==> config.mk <==
export PLATFORM = sky130hd
export DESIGN_NAME = mdrop_addr_filter
export DESIGN_NICKNAME = d
export VERILOG_FILES = /design/src/rtl/mdrop_pkg.sv /design/src/rtl/mdrop_classify.sv /design/src/rtl/mdrop_decide.sv /design/src/rtl/mdrop_en_ctl.sv /design/src/rtl/mdrop_addr_filter.sv
export SDC_FILE = /design/constraint.sdc
export NUM_CORES = 1
export LEC_CHECK = 0
export CAP_MARGIN = 30
export CORE_MARGIN = 3
export CORE_UTILIZATION = 45
export DETAILED_ROUTE_END_ITERATION = 6
export DONT_BUFFER_PORTS = 1
export PLACE_DENSITY = 0.72
export SYNTH_ARGS = -nofsm -noshare
export SYNTH_HDL_FRONTEND = slang
export SYNTH_SLANG_ARGS = --single-unit
==> constraint.sdc <==
create_clock -name clk_i -period 1.76 [get_ports clk_i]
set_clock_uncertainty 0.15 [all_clocks]
set_input_delay 0.176 -clock clk_i [delete_from_list [all_inputs] [get_ports clk_i]]
set_output_delay 0.176 -clock clk_i [all_outputs]
set_load 0.02 [all_outputs]
==> src/rtl/mdrop_pkg.sv <==
package mdrop_pkg;
  parameter int unsigned DATA_W = 8;

  typedef enum logic [1:0] {
    K_DATA     = 2'd0,
    K_ADDR_HIT = 2'd1,
    K_ADDR_MIS = 2'd2
  } kind_e;

  typedef struct packed {
    logic wr;
    logic flag;
    logic upd;   // character changes enable state
    logic val;   // new enable value when upd
  } act_t;
endpackage

==> src/rtl/mdrop_classify.sv <==
module mdrop_classify
  import mdrop_pkg::*;
#(
  parameter int unsigned W = DATA_W
) (
  input  logic [W-1:0] data_i,
  input  logic         mark_i,
  input  logic [W-1:0] addr_i,
  output kind_e        kind_o
);
  always_comb begin
    if (!mark_i)             kind_o = K_DATA;
    else if (data_i == addr_i) kind_o = K_ADDR_HIT;
    else                     kind_o = K_ADDR_MIS;
  end
endmodule

==> src/rtl/mdrop_decide.sv <==
module mdrop_decide
  import mdrop_pkg::*;
(
  input  logic  valid_i,
  input  logic  mdrop_i,
  input  logic  auto_i,
  input  logic  en_i,
  input  logic  mark_i,
  input  kind_e kind_i,
  output act_t  act_o
);
  always_comb begin
    act_o = '0;
    if (valid_i) begin
      if (!mdrop_i) begin
        act_o.wr   = 1'b1;
        act_o.flag = mark_i;
      end else if (!auto_i) begin
        act_o.wr   = mark_i | en_i;
        act_o.flag = mark_i;
      end else begin
        unique case (kind_i)
          K_ADDR_HIT: begin
            act_o.wr   = 1'b1;
            act_o.flag = 1'b1;
            act_o.upd  = 1'b1;
            act_o.val  = 1'b1;
          end
          K_ADDR_MIS: begin
            act_o.upd  = 1'b1;
            act_o.val  = 1'b0;
          end
          default: act_o.wr = en_i;
        endcase
      end
    end
  end
endmodule

==> src/rtl/mdrop_en_ctl.sv <==
module mdrop_en_ctl (
  input  logic clk_i,
  input  logic rst_ni,
  input  logic mdrop_i,
  input  logic set_i,
  input  logic clr_i,
  input  logic upd_i,
  input  logic val_i,
  output logic en_o
);
  always_ff @(posedge clk_i or negedge rst_ni) begin
    if (!rst_ni)      en_o <= 1'b0;
    else if (!mdrop_i) en_o <= 1'b0;
    else if (clr_i)   en_o <= 1'b0;
    else if (set_i)   en_o <= 1'b1;
    else if (upd_i)   en_o <= val_i;
  end
endmodule

==> src/rtl/mdrop_addr_filter.sv <==
module mdrop_addr_filter
  import mdrop_pkg::*;
(
  input  logic              clk_i,
  input  logic              rst_ni,
  input  logic              mdrop_en_i,
  input  logic              auto_mode_i,
  input  logic [DATA_W-1:0] slave_addr_i,
  input  logic              rx_en_set_i,
  input  logic              rx_en_clr_i,
  input  logic              rx_valid_i,
  input  logic [DATA_W-1:0] rx_data_i,
  input  logic              rx_mark_i,
  output logic              fifo_wr_o,
  output logic [DATA_W-1:0] fifo_data_o,
  output logic              fifo_flag_o,
  output logic              lsr_irq_o,
  output logic              rx_en_o
);
  kind_e kind;
  act_t  act;

  mdrop_classify #(.W(DATA_W)) u_cls (
    .data_i (rx_data_i),
    .mark_i (rx_mark_i),
    .addr_i (slave_addr_i),
    .kind_o (kind)
  );

  mdrop_decide u_dec (
    .valid_i (rx_valid_i),
    .mdrop_i (mdrop_en_i),
    .auto_i  (auto_mode_i),
    .en_i    (rx_en_o),
    .mark_i  (rx_mark_i),
    .kind_i  (kind),
    .act_o   (act)
  );

  mdrop_en_ctl u_en (
    .clk_i   (clk_i),
    .rst_ni  (rst_ni),
    .mdrop_i (mdrop_en_i),
    .set_i   (rx_en_set_i),
    .clr_i   (rx_en_clr_i),
    .upd_i   (act.upd),
    .val_i   (act.val),
    .en_o    (rx_en_o)
  );

  always_ff @(posedge clk_i or negedge rst_ni) begin
    if (!rst_ni) begin
      fifo_wr_o   <= 1'b0;
      fifo_flag_o <= 1'b0;
      lsr_irq_o   <= 1'b0;
      fifo_data_o <= '0;
    end else begin
      fifo_wr_o   <= act.wr;
      fifo_flag_o <= act.wr & act.flag;
      lsr_irq_o   <= act.wr & act.flag;
      if (act.wr) fifo_data_o <= rx_data_i;
    end
  end
endmodule

== Word level (Yosys, flattened, before mapping) ==
Index checks and enable logic that the tools add are counted.
Storage, ports and cells
  register bits: 11
  output and inout bits: 12
  word-level logic and storage cells: 24
  bits of input ports: 24
Operators by class
  bitwise logic cells: 2
  equal/unequal tests: 4
  mux-type cells: 14
Operators with widths (number)
  2-bit two-way mux: 6
  8-bit equality test: 1
  1-bit two-way mux: 5
  4-bit two-way mux: 1
  4-bit by 1-bit inequality test with 1-bit output, second input constant: 1
  2-bit case mux with 2 select lines: 1
  2-bit by 1-bit equality test with 1-bit output, second input constant: 1
  2-bit equality test, second input constant: 1
  1-bit case mux with 2 select lines: 1
  1-bit bitwise AND: 1
  1-bit bitwise OR: 1

== Longest topological paths before layout ==
  depth after elaboration: 12
  depth in mapped cells: 5

== Modules after synthesis ==
A second synthesis with hierarchy kept.
Unflattened totals
  cells, all modules: 53
  area total of the unflattened synthesis: 650.6 µm²
Modules (own cells, without submodules)
  mdrop_addr_filter: instances 1, area each 396.6 µm², sequential area each 250.2 µm², cells an instance 21
  mdrop_decide: instances 1, area each 107.6 µm², sequential area each 0.0 µm², cells an instance 15
  mdrop_classify: instances 1, area each 96.3 µm², sequential area each 0.0 µm², cells an instance 12
  mdrop_en_ctl: instances 1, area each 50.0 µm², sequential area each 25.0 µm², cells an instance 5

== Worst setup path after synthesis ==
Ideal clock, no wire load.
  kind: register -> register
  start: reg u_en.en_o
  end: reg fifo_data_o[0]
  stages on the path, launching flop included: 4
  clock period less this slack: 1641 ps
  path slack: 119 ps
  setup time: 70 ps
  data arrival time: 1421 ps
  cell sequence: dfrtp_1 o31ai_1 a22oi_1 nand3_1
On the way
  longest elaborated chain between the ends: 4
  elaborated cells on any way between the ends: 5
  classes of those cells: mux (4); bitwise (1)
RTL lines
  start: declaration: line mdrop_en_ctl.sv:9  | output logic en_o
  start signal: assignment: line mdrop_en_ctl.sv:16  | else if (upd_i) en_o <= val_i;
  1-bit case mux with 2 select lines or 1-bit bitwise OR (tied branches): line mdrop_decide.sv:22, mdrop_decide.sv:19
  2-bit two-way mux *: line mdrop_decide.sv:18  | end else if (!auto_i) begin
  2-bit two-way mux *: line mdrop_decide.sv:15  | if (!mdrop_i) begin
  4-bit two-way mux *: line mdrop_decide.sv:14  | if (valid_i) begin
  end signal: assignment: line mdrop_addr_filter.sv:61  | if (act.wr) fifo_data_o <= rx_data_i;
  end: declaration: line mdrop_addr_filter.sv:15  | output logic [DATA_W-1:0] fifo_data_o,
Mark *: on every way between the ends. The rest lies on a longest branch, timed or not.
A chain may end at the register's enable or synchronous reset.

== Worst setup path in the final report ==
  start: in rx_data_i[0]
  end: reg fifo_flag_o
On the way
  longest elaborated chain between the ends: 9
  elaborated cells on any way between the ends: 11
  classes of those cells: eq/ne (3); mux (7); bitwise (1)
RTL lines
  start: declaration: line mdrop_addr_filter.sv:12  | input logic [DATA_W-1:0] rx_data_i,
  8-bit equality test *: line mdrop_classify.sv:13  | else if (data_i == addr_i) kind_o = K_ADDR_HIT;
  2-bit two-way mux *: line mdrop_classify.sv:13
  2-bit two-way mux *: line mdrop_classify.sv:12  | if (!mark_i) kind_o = K_DATA;
  2-bit equality test or 2-bit by 1-bit equality test with 1-bit output (tied branches): line mdrop_decide.sv:22  | unique case (kind_i)
  1-bit case mux with 2 select lines or 1-bit two-way mux (tied branches): line mdrop_decide.sv:22
  2-bit two-way mux *: line mdrop_decide.sv:18
  2-bit two-way mux *: line mdrop_decide.sv:15
  4-bit two-way mux *: line mdrop_decide.sv:14
  1-bit bitwise AND *: line mdrop_addr_filter.sv:59  | fifo_flag_o <= act.wr & act.flag;
  end signal: assignment: line mdrop_addr_filter.sv:59
  end: declaration: line mdrop_addr_filter.sv:16  | output logic fifo_flag_o,
Marked as above.

==> reports/qor.txt <==
Status: complete, no violations
Core Region: 1420 µm²
Post-synth ARST share: 1.00
Multiplexer share of the synthesized area: 0
IO Pins: 36
Pwr Density: 748 nW/µm²
Final setup viols: 0
Area leader, netlist: dfrtp_1
Fin nets: 122
Max-cap violations: 0
Worst skew pair latency: 0.27 ns
Post-synthesis xor/xnor area fraction: 0.0949
Power Total: 0.717 mW
DP Cell Count: 91
Min Clock Period, post-route: 1.68 ns
Core Util, Final: 0.677
Max_slew headroom: 0.508
Initial Utilization: 0.522
Top post-synthesis cells by area: dfrtp_1 (37%), o2111ai_1 (9.5%), xor2_1 (9.5%)
Number of global-route vias before repair: 728
Synth top area share: 0.373
Hold slack: 0.0807 ns
Hold depth: 3
Antenna cells: 0
Layout fillers: 115
Clock Pin Slew Worst Setup and Hold Paths: 0.07 ns
Syn_nets: 100
R2R cell count: 4
CP max FO: 4
Post-synth EDFFs: 0
Largest net degree at the start of global routing: 12
Worst-margin pin slew: 0.734 ns
Routability cong.: 0.776
Overflow after GRT: 0
Initial antenna violation count: 0
CP Class: input port to flip-flop
Pre-antenna DRT Iters: 4
Startpoint Class: input port
Netlist Area Pre-Place: 738 µm²
Peak supply drop: 0.644 mV
Crit path DAT: 1.74 ns
Most used DFF post-synth: dfrtp_1
Dpl hpwl: 1400 µm
Max-slew violations: 0
Finished Layout Cells: 112
Vias per cell: 6.72
GRT Util Overall: 0.214
Clock Path Buffers: 2
Final worst-path cycle share: 0.955
Area grow syn2layout: 29.8%
CTS root buf: clkbuf_4
Hold Vio Cnt, Final: 0
Commonest cells post-synth: dfrtp_1 (11), nand4_1 (9)
Critical Path Source: rx_data_i[0]
Largest family of logic cells by synthesized area: simple AND/OR/NAND/NOR gates
# DRC: 0
R2r startpoint: u_en.en_o
Mapped Cells: 76
Die area: 2160 µm²
Avg Cell Area, Syn: 9.71 µm²
DR vias: 753
PortBufs: 0
Complex-gate fraction of the synthesized area: 0.239
Fmax: 595 MHz
First-pass GRT wire length: 3310 µm
H-Tree Depth: 1
Drt initial violations: 17
Synthesized flop and latch total: 11
Most numerous cell in the Yosys netlist: dfrtp_1
Layout cells sized above 1: 0.134
Clk sink count: 11
Hold_sp: rx_valid_i
Post-cts sizing count: 0
Synth warn: 0
CP Capture Type: flip-flop
HP Class: input port to flip-flop
Setup_tns: 0 ns
Cell variety after synth: 21
Leakage: 0.383 nW
Seq/Total Area, Yosys: 0.373
Synth Area in Simple Gates: 0.244
Row count: 13
Setup repair after global routing missed its margin: false
Detail Route Antenna Nets: 0
Synth Area in Adders: 0
Routed wire per std cell: 18.3 µm
CTS tree: yes
Total CTS buffers: 3
Data required, critical path: 1.82 ns
Die H: 46.5 µm
Die Wd: 46.5 µm
Final WL: 2040 µm
==> per-stage QoR <==
stage / setup slack (ns) / instance area [µm²]
2_1_floorplan: 0.119 / 738
3_3_place_gp: 0.107 / 769
3_5_place_dp: 0.0910 / 769
4_1_cts: 0.0555 / 936
5_1_grt: 0.000500 / 958
6_report: 0.0796 / 958
==> critical path: stages <==
cell and delay, ns:
xor2_1 0.18, nor4_4 0.40, nand2_1 0.13, a311oi_1 0.28
dlygate4sd3_1 0.58
==> routing by layer <==
metal,vias to the layer above,wire [µm],GRT usage
li1,356,-,-
met1,360,842,0.262
met2,35,976,0.332
met3,2,214,0.0977
met4,0,11,0.0625
met5,-,0,0
==> cell families after synthesis <==
group	Yosys count
AND/OR/NAND/NOR	26
AO/OA/AOI/OAI	23
flip-flops	11
XOR/XNOR	8
buffers and inverters	8
==> report_power, final <==
part	total [mW]	internal (mW)	switching (mW)
clock network	0.177	0.0878	0.0891
logic	0.170	0.0812	0.0891
registers	0.370	0.288	0.0821
==> registers in the layout, summed over array words and instances (netlist names) <==
name / count
fifo_wr_o: 1
fifo_data_o: 8
u_en.en_o: 1
fifo_flag_o: 1
==> final timing paths <==
path	endpoint	slack, ns
setup / recovery	fifo_flag_o	0.08
hold / removal	fifo_wr_o	0.08
setup reg to reg	u_en.en_o	0.16
hold reg to reg	fifo_data_o[6]	0.56
max in group asynchronous	fifo_data_o[4]	0.95
min in group asynchronous	fifo_data_o[7]	0.16
==> final cells by class <==
| cell class | instances | area [µm²] | area share |
|---|---|---|---|
| multi-input combinational | 57 | 427 | 0.445 |
| sequential | 11 | 275 | 0.287 |
| timing repair buffer | 22 | 200 | 0.209 |
| clock buffer | 4 | 26.3 | 0.0274 |
| tap | 15 | 18.8 | 0.0196 |
| inverter | 3 | 11.3 | 0.0117 |
==> layout by cell type (no fill, tap or decap), types with 2 or more instances in the layout <==
cell and n:
nand2_1 2, o2111ai_1 8, a21oi_1 2, dfrtp_1 11
a31oi_1 2, nor4_4 2, nand2b_1 2, dlygate4sd3_1 14
or4_1 2, nand3_1 8, clkbuf_4 3, a22oi_1 8
xor2_1 8, inv_1 3, nand4_1 9, buf_4 8
==> timing repair <==
item	4_1_cts	5_1_grt
setup endpoints to repair	0	2
buffers inserted	0	3
hold endpoints to repair	22	0
hold buffers	14	0
Power figures use the tool's default switching activity.
